===== config.mk =====
export PLATFORM = sky130hd
export DESIGN_NAME = gpio_port
export DESIGN_NICKNAME = d
export VERILOG_FILES = /design/src/rtl/gpio_pkg.sv /design/src/rtl/gpio_regs.sv /design/src/rtl/gpio_sync.sv /design/src/rtl/gpio_padctl.sv /design/src/rtl/gpio_port.sv
export SDC_FILE = /design/constraint.sdc
export NUM_CORES = 1
export LEC_CHECK = 0
export BUFFER_PORTS_ARGS = -buffer_cell sky130_fd_sc_hd__buf_2
export CAP_MARGIN = 0
export CORE_MARGIN = 2
export CORE_UTILIZATION = 54
export CTS_CLUSTER_SIZE = 40
export DETAILED_ROUTE_END_ITERATION = 6
export PLACE_DENSITY = 0.85
export SYNTH_ARGS = -nofsm -noshare
export SYNTH_HDL_FRONTEND = slang
export SYNTH_HIERARCHICAL = 1
export SYNTH_SLANG_ARGS = --single-unit

===== constraint.sdc =====
create_clock -name clk -period 1.76 [get_ports clk]
set_clock_uncertainty 0.2 [all_clocks]
set_input_delay 0.352 -clock clk [delete_from_list [all_inputs] [get_ports clk]]
set_output_delay 0.352 -clock clk [all_outputs]
set_load 0.01 [all_outputs]

===== src/rtl/gpio_pkg.sv =====
package gpio_pkg;
  typedef enum logic [1:0] {
    SEL_LEVEL = 2'd0,
    SEL_DIR   = 2'd1,
    SEL_DRIVE = 2'd2,
    SEL_NONE  = 2'd3
  } gpio_sel_e;
endpackage


===== src/rtl/gpio_regs.sv =====
module gpio_regs
  import gpio_pkg::*;
#(
  parameter int N = 8
) (
  input  logic         clk,
  input  logic         rst_n,
  input  logic         wr,
  input  gpio_sel_e    sel,
  input  logic [N-1:0] wdata,
  output logic [N-1:0] dir_q,
  output logic [N-1:0] drv_q
);
  always_ff @(posedge clk or negedge rst_n) begin
    if (!rst_n) begin
      dir_q <= '0;
      drv_q <= '0;
    end else if (wr) begin
      case (sel)
        SEL_DIR:   dir_q <= wdata;
        SEL_DRIVE: drv_q <= wdata;
        SEL_LEVEL: drv_q <= drv_q ^ wdata;
        default:   ;
      endcase
    end
  end

  // registers empty while reset is held
  assert_reset_clear_R1: assert property (@(posedge clk)
    !rst_n |-> (dir_q == '0 && drv_q == '0));

  // direction write lands one edge later
  assert_dir_write_R2: assert property (@(posedge clk) disable iff (!rst_n)
    (wr && sel == SEL_DIR) |=> dir_q == $past(wdata));

  // toggle write flips exactly the selected bits
  assert_toggle_R8: assert property (@(posedge clk) disable iff (!rst_n)
    (wr && sel == SEL_LEVEL) |=> drv_q == ($past(drv_q) ^ $past(wdata)));

  // dead address leaves both registers untouched
  assert_dead_addr_R10: assert property (@(posedge clk) disable iff (!rst_n)
    (wr && sel == SEL_NONE) |=> ($stable(dir_q) && $stable(drv_q)));
endmodule


===== src/rtl/gpio_sync.sv =====
module gpio_sync #(
  parameter int N = 8
) (
  input  logic         clk,
  input  logic         rst_n,
  input  logic         sleep,
  input  logic [N-1:0] pad_in,
  output logic [N-1:0] level_q
);
  logic [N-1:0] gated;
  logic [N-1:0] stage1_q;

  assign gated = sleep ? '0 : pad_in;

  always_ff @(posedge clk or negedge rst_n) begin
    if (!rst_n) begin
      stage1_q <= '0;
      level_q  <= '0;
    end else begin
      stage1_q <= gated;
      level_q  <= stage1_q;
    end
  end

  // nothing but zero enters the synchronizer during sleep
  assert_sleep_gate_R9: assert property (@(posedge clk) disable iff (!rst_n)
    sleep |=> stage1_q == '0);

  // second stage follows the first by one edge
  assert_sync_chain_R7: assert property (@(posedge clk) disable iff (!rst_n)
    $past(rst_n) |-> level_q == $past(stage1_q));
endmodule


===== src/rtl/gpio_padctl.sv =====
module gpio_padctl #(
  parameter int N = 8
) (
  input  logic         clk,
  input  logic         rst_n,
  input  logic         pud_all,
  input  logic [N-1:0] dir_q,
  input  logic [N-1:0] drv_q,
  output logic [N-1:0] pad_oe,
  output logic [N-1:0] pad_out,
  output logic [N-1:0] pad_pue
);
  for (genvar i = 0; i < N; i++) begin : g_pin
    assign pad_oe[i]  = dir_q[i];
    assign pad_out[i] = dir_q[i] & drv_q[i];
    assign pad_pue[i] = ~dir_q[i] & drv_q[i] & ~pud_all;
  end

  // pull-up never on a driven pin
  assert_pue_excl_R5: assert property (@(posedge clk) disable iff (!rst_n)
    (pad_pue & pad_oe) == '0);

  // global disable kills every pull-up
  assert_pud_R6: assert property (@(posedge clk) disable iff (!rst_n)
    pud_all |-> pad_pue == '0);
endmodule


===== src/rtl/gpio_port.sv =====
module gpio_port
  import gpio_pkg::*;
#(
  parameter int N = 8
) (
  input  logic         clk,
  input  logic         rst_n,
  input  logic [1:0]   bus_addr,
  input  logic         bus_wr,
  input  logic [N-1:0] bus_wdata,
  input  logic         bus_rd,
  output logic [N-1:0] bus_rdata,
  input  logic         pud_all,
  input  logic         sleep,
  input  logic [N-1:0] pad_in,
  output logic [N-1:0] pad_oe,
  output logic [N-1:0] pad_out,
  output logic [N-1:0] pad_pue
);
  gpio_sel_e    sel;
  logic [N-1:0] dir_q;
  logic [N-1:0] drv_q;
  logic [N-1:0] level_q;

  assign sel = gpio_sel_e'(bus_addr);

  gpio_regs #(.N(N)) u_regs (
    .clk(clk), .rst_n(rst_n), .wr(bus_wr), .sel(sel),
    .wdata(bus_wdata), .dir_q(dir_q), .drv_q(drv_q)
  );

  gpio_sync #(.N(N)) u_sync (
    .clk(clk), .rst_n(rst_n), .sleep(sleep),
    .pad_in(pad_in), .level_q(level_q)
  );

  gpio_padctl #(.N(N)) u_pad (
    .clk(clk), .rst_n(rst_n), .pud_all(pud_all),
    .dir_q(dir_q), .drv_q(drv_q),
    .pad_oe(pad_oe), .pad_out(pad_out), .pad_pue(pad_pue)
  );

  always_comb begin
    bus_rdata = '0;
    if (bus_rd) begin
      case (sel)
        SEL_LEVEL: bus_rdata = level_q;
        SEL_DIR:   bus_rdata = dir_q;
        SEL_DRIVE: bus_rdata = drv_q;
        default:   bus_rdata = '0;
      endcase
    end
  end

  // idle read bus is zero
  assert_idle_read_R10: assert property (@(posedge clk) disable iff (!rst_n)
    !bus_rd |-> bus_rdata == '0);
endmodule


==> Word-level counts from Yosys, hierarchy flattened <==
Index checks and enable logic that the tools add are counted.
{ "word_totals": {"ff_bits": 32, "wordCells": 48} }
{ "op_classes": {"eq_ne": 2, "muxes": 4, "n_bitwise": 34, "reduce_logical": 4} }
{ "op_table": {"columns": ["op", "n"], "rows": [
  ["bitwise AND 1 bit", 24],
  ["case mux 8 bit (3 select lines)", 1],
  ["2-to-1 mux 8 bit", 2],
  ["case mux 8 bit (2 select lines)", 1],
  ["inverter 1 bit", 9],
  ["bitwise XOR 8 bit", 1],
  ["AND reduction 2 bit", 2],
  ["== test 2 x 1 -> 1 bit, second input constant", 1],
  ["== test 2 bit, second input constant", 1],
  ["zero test 2 bit", 1],
  ["nonzero test 2 bit", 1]
]} }

==> Logic depth before layout (Yosys ltp) <==
{ "logic_depth": {"depth_word": 3, "mapped_depth": 5, "ltp_nobuf": 3} }

==> Modules after synthesis <==
The synthesis kept the hierarchy.
{ "modules_own_cells": {"columns": ["module", "n_inst", "cells_each", "area_per_inst_um2", "seq_area_each_um2"], "rows": [
  ["gpio_regs", 1, 70, 734.5, 400.4],
  ["gpio_sync", 1, 24, 450.4, 400.4],
  ["gpio_port", 1, 35, 270.3, 0.0],
  ["gpio_padctl", 1, 25, 221.5, 0.0]
]} }

==> Least setup slack after synthesis <==
Ideal clock, no wire load.
{ "synth_path": {"path_type": "input -> output", "startpoint": "input bus_addr[1]", "endpoint": "output bus_rdata[5]", "arrival_time_ns": 0.980, "setup_slack_ns": 0.228, "stages": 5, "path_buffers": 2, "cell_sequence": "buf_6 buf_8 mux2i_1 o21ai_1 and2_1"} }
{ "synth_via": {"elab_chain_len": 3} }
{ "synth_lines": {"columns": ["element", "line_no", "text"], "rows": [
  ["start, declared", "gpio_port.sv:8", "input logic [1:0] bus_addr,"],
  ["== test 2 bit, or another cell as far along", "gpio_port.sv:46", "case (sel)"],
  ["case mux 8 bit (3 select lines) (*)", "gpio_port.sv:46", null],
  ["2-to-1 mux 8 bit (*)", "gpio_port.sv:45", "if (bus_rd) begin"],
  ["end, declared", "gpio_port.sv:12", "output logic [N-1:0] bus_rdata,"]
]} }
Mark *: on every way between the ends. The rest lies on a longest branch, timed or not.

==> Worst setup path in the final report <==
{ "layout_path": {"startpoint": "register u_regs.drv_q[4]", "endpoint": "output bus_rdata[4]"} }
{ "layout_via": {"elab_chain_len": 2} }
{ "layout_lines": {"columns": ["element", "line_no", "text"], "rows": [
  ["start, declared", "gpio_regs.sv:12", "output logic [N-1:0] drv_q"],
  ["start signal, assigned", "gpio_regs.sv:21", "SEL_DRIVE: drv_q <= wdata;"],
  ["start signal, assigned", "gpio_regs.sv:22", "SEL_LEVEL: drv_q <= drv_q ^ wdata;"],
  ["case mux 8 bit (3 select lines)", "gpio_port.sv:46", null],
  ["2-to-1 mux 8 bit", "gpio_port.sv:45", null]
]} }
Every way passes these cells.

==> impl_metrics.tcl <==
set metrics [dict create \
    drt_pass1_iterations 4 \
    hp-class "in -> reg" \
    cp-end-kind "output port" \
    fin_ws_ns -0.05971 \
    layout.cells.non_filler 251 \
    cts_sinks 32 \
    max-vdd-ir-drop_uv 484.7 \
    root_buffer "clkbuf_4" \
    die_x_um 59.72 \
    die_y_um 59.72 \
    grt.total_usage_pct 21.88 \
    powerDensity_nw_per_um2 891.4 \
    grt_util_met1_pct 25.25 \
    critPathMaxStageDelay_ns 0.42 \
    boundaryPins 56 \
    maxClockFrequency_mhz 549.5 \
    p_sw_w 0.0005639 \
    ys_seq_elements 32 \
    hold_depth 2 \
    ff2ff_path_depth 5 \
    antenna_cells 0 \
    netlist_instances 154 \
    drv_slew 0 \
    syn2layout_area_growth_pct 24.63 \
    final_core_util_pct 69.58 \
    ys_warn_count 6 \
    crit_path_max_fanout 2 \
    period_share_pct 103.4 \
    critPathRequiredTime_ns 1.21 \
    arrival_ns 1.27 \
    vias 1337 \
    fillers 240 \
    rsz0062_at_grt "true" \
    max_slew_margin_pct 53.34 \
    dp_hpwl_mm 2.414 \
    drc 0 \
    antenna_found_initial 0 \
    critical-path-top-delay-family "flip-flops" \
    coreArea_um2 3003 \
    finalHoldViolCount 0 \
    dp_cells 229 \
    cp-start-kind "flip-flop" \
    synth_area_um2 1677 \
    syn_nets 178 \
    io_buffers 55 \
    r2r_end "u_regs/drv_q[6]$_DFFE_PN0P_" \
    crit_path_cell_trace "mux2i_1 -> o21ai_1 -> and2_1 -> buf_2" \
    clkTransAtPathRegs_ns 0.10 \
    drive_above_1_share_pct 44.04 \
    tritoncts "yes" \
    ys_seq_area_share_pct 47.76 \
    power.share.clock_pct 23.3 \
    htree_num_levels 2 \
    cp_slowest_cell "dfrtp_1" \
    final_antenna_net_count 0 \
    max_cap_violations 0 \
    crit_type "reg -> out" \
    worstReg2RegStart "u_regs/drv_q[6]$_DFFE_PN0P_" \
    power.leakage_nw 1.087 \
    synth.avg_cell_area_um2 10.89 \
    setup_viol 7 \
    numCtsBuffers 5 \
    grt_pass1_vias 1278 \
    crit_buf_inv 1 \
    rows 20 \
    p_int_w 0.001299 \
    vias_per_cell 5.327 \
    seq_power_share_pct 47.6 \
    gp_congestion 0.8215 \
    gr-max-usage-layer "met2" \
    grt_max_degree 33 \
    drt_iter0_drc 43 \
    worstMarginPinSlew_ns 0.6984 \
    met2_usage_pct 35.87 \
    rrSetupSlack_ns 0.59 \
    min-delay-start "pad_in[7]" \
    met3_usage_pct 9.307 \
    start_util_pct 55.83 \
    insertion_delay_ns 0.33 \
    final_net_count 241 \
    clock_path_buffers 2 \
    grt_pass1_wl_mm 5.658 \
    hold_path_end "u_sync/stage1_q[7]$_DFF_PN0_" \
    combPwrFrac_pct 29.1 \
    status "complete, but fails checks" \
    wl_per_cell_um 14.16 \
    grt-ovfl-total 0 \
    wirelength_mm 3.555 \
    p_sw_share_pct 30.28 \
    synth_cell_type_count 20 \
    violations "negative setup slack" \
    whs_ns 0.03037 \
    layout_min_cycle_time_ns 1.820 \
    fp.dieArea_um2 3566 \
]
[what timing repair did]
item	in CTS	in global routing
endpoints found under the hold margin	32	0
resized for setup	4	8
pin swaps	6	2
hold buffers	1	0
setup endpoints to repair	8	18
setup buffers	11	2
[layout by cell type, fill, tap and decap left out, drive strengths merged, types with 6 or more instances in the layout]
master,netlist,final
nor2,8,8
o211ai,8,8
dfrtp,32,32
nand3b,9,9
inv,8,8
mux2,8,8
o21ai,16,16
nor3b,8,8
nand2,8,8
mux2i,8,8
clkbuf,1,6
nor2b,9,9
buf,14,70
and2,16,16
[power groups by stage]
stage | logic (W) | clock network [W] | registers [W]
global placement | 0.000397 | 0 | 0.000909
CTS | 0.000511 | 0.000448 | 0.000879
floorplan | 0.000302 | 0 | 0.000896
finish | 0.000542 | 0.000434 | 0.000886
detailed placement | 0.000412 | 0 | 0.000919
global route | 0.000597 | 0.000483 | 0.000899
[state kept, by name (all words and copies together), names as in the netlist]
name,flops
u_sync/level_q,8
u_regs/dir_q,8
u_regs/drv_q,8
u_sync/stage1_q,8
[kinds of logic (layout without fill, tap and decap cells)]
kind of cell	after synthesis	count (layout)	share of synthesized area, %
flops	32	32	47.76
buf+inv	23	87	9.701
simple gates	59	59	24.03
mux	16	16	10.15
compound gates	24	24	8.359
[cell type report]
cell class	count	area (um^2)	area share, %
Tap cell	33	41.29	1.976
Clock inverter	2	10.01	0.4790
Multi-Input combinational cell	99	715.7	34.25
Inverter	8	30.03	1.437
Sequential cell	32	800.8	38.32
Timing Repair Buffer	71	440.4	21.08
Clock buffer	6	51.30	2.455
[worst reg2reg max path: stages (launching register included)]
cell	delay [ns]
dfrtp_1	0.38
buf_6	0.11
buf_4	0.09
inv_1	0.04
o211ai_1	0.18
nand2_1	0.07
[cell usage after synthesis]
master | count | area share (%)
dfrtp_1 | 32 | 48
and2_1 | 16 | 6.0
o21ai_0 | 14 | 4.2
nor2b_1 | 9 | 3.4
buf_4 | 8 | 3.6
inv_1 | 8 | 1.8
mux2_2 | 8 | 5.4
mux2i_1 | 8 | 4.8
nand2_1 | 8 | 1.8
nand3b_1 | 8 | 3.6
nor2_1 | 8 | 1.8
nor3b_2 | 8 | 6.0
o211ai_1 | 8 | 3.6
buf_6 | 3 | 2.0
buf_2 | 2 | 0.60
o21ai_1 | 2 | 0.60
buf_8 | 1 | 0.90
clkbuf_8 | 1 | 0.82
nand2b_1 | 1 | 0.37
nand3b_4 | 1 | 1.2
[worst max path at each step]
stage,from,end,depth (start not counted)
after floorplan,bus_addr[1],bus_rdata[5],5
after global placement,bus_addr[1],bus_rdata[0],6
after detailed placement,bus_addr[0],u_regs/drv_q[3]$_DFFE_PN0P_,4
after CTS,u_regs/drv_q[7]$_DFFE_PN0P_,bus_rdata[7],4
after global routing,u_regs/drv_q[4]$_DFFE_PN0P_,bus_rdata[4],4
final,u_regs/drv_q[4]$_DFFE_PN0P_,bus_rdata[4],4
[per-stage QoR]
step                      instance area, um^2  setup WS, ns  setup TNS (ns)  total power (W)
after floorplan                          1677        0.2282               0         0.001198
after CTS                                2046      -0.02532         -0.1274         0.001838
after detailed placement                 1888      -0.01446        -0.02192         0.001331
after global routing                     2090       -0.1521          -1.014         0.001978
after global placement                   1888       0.01453               0         0.001306
final                                    2090      -0.05971         -0.1777         0.001863
[metal layers]
layer,vias up,share of wire [%]
met2,70,49
met4,0,0.87
li1,636,-
met3,7,9.2
met5,-,0
met1,624,41
No activity file was read; power rests on OpenSTA's default activity.
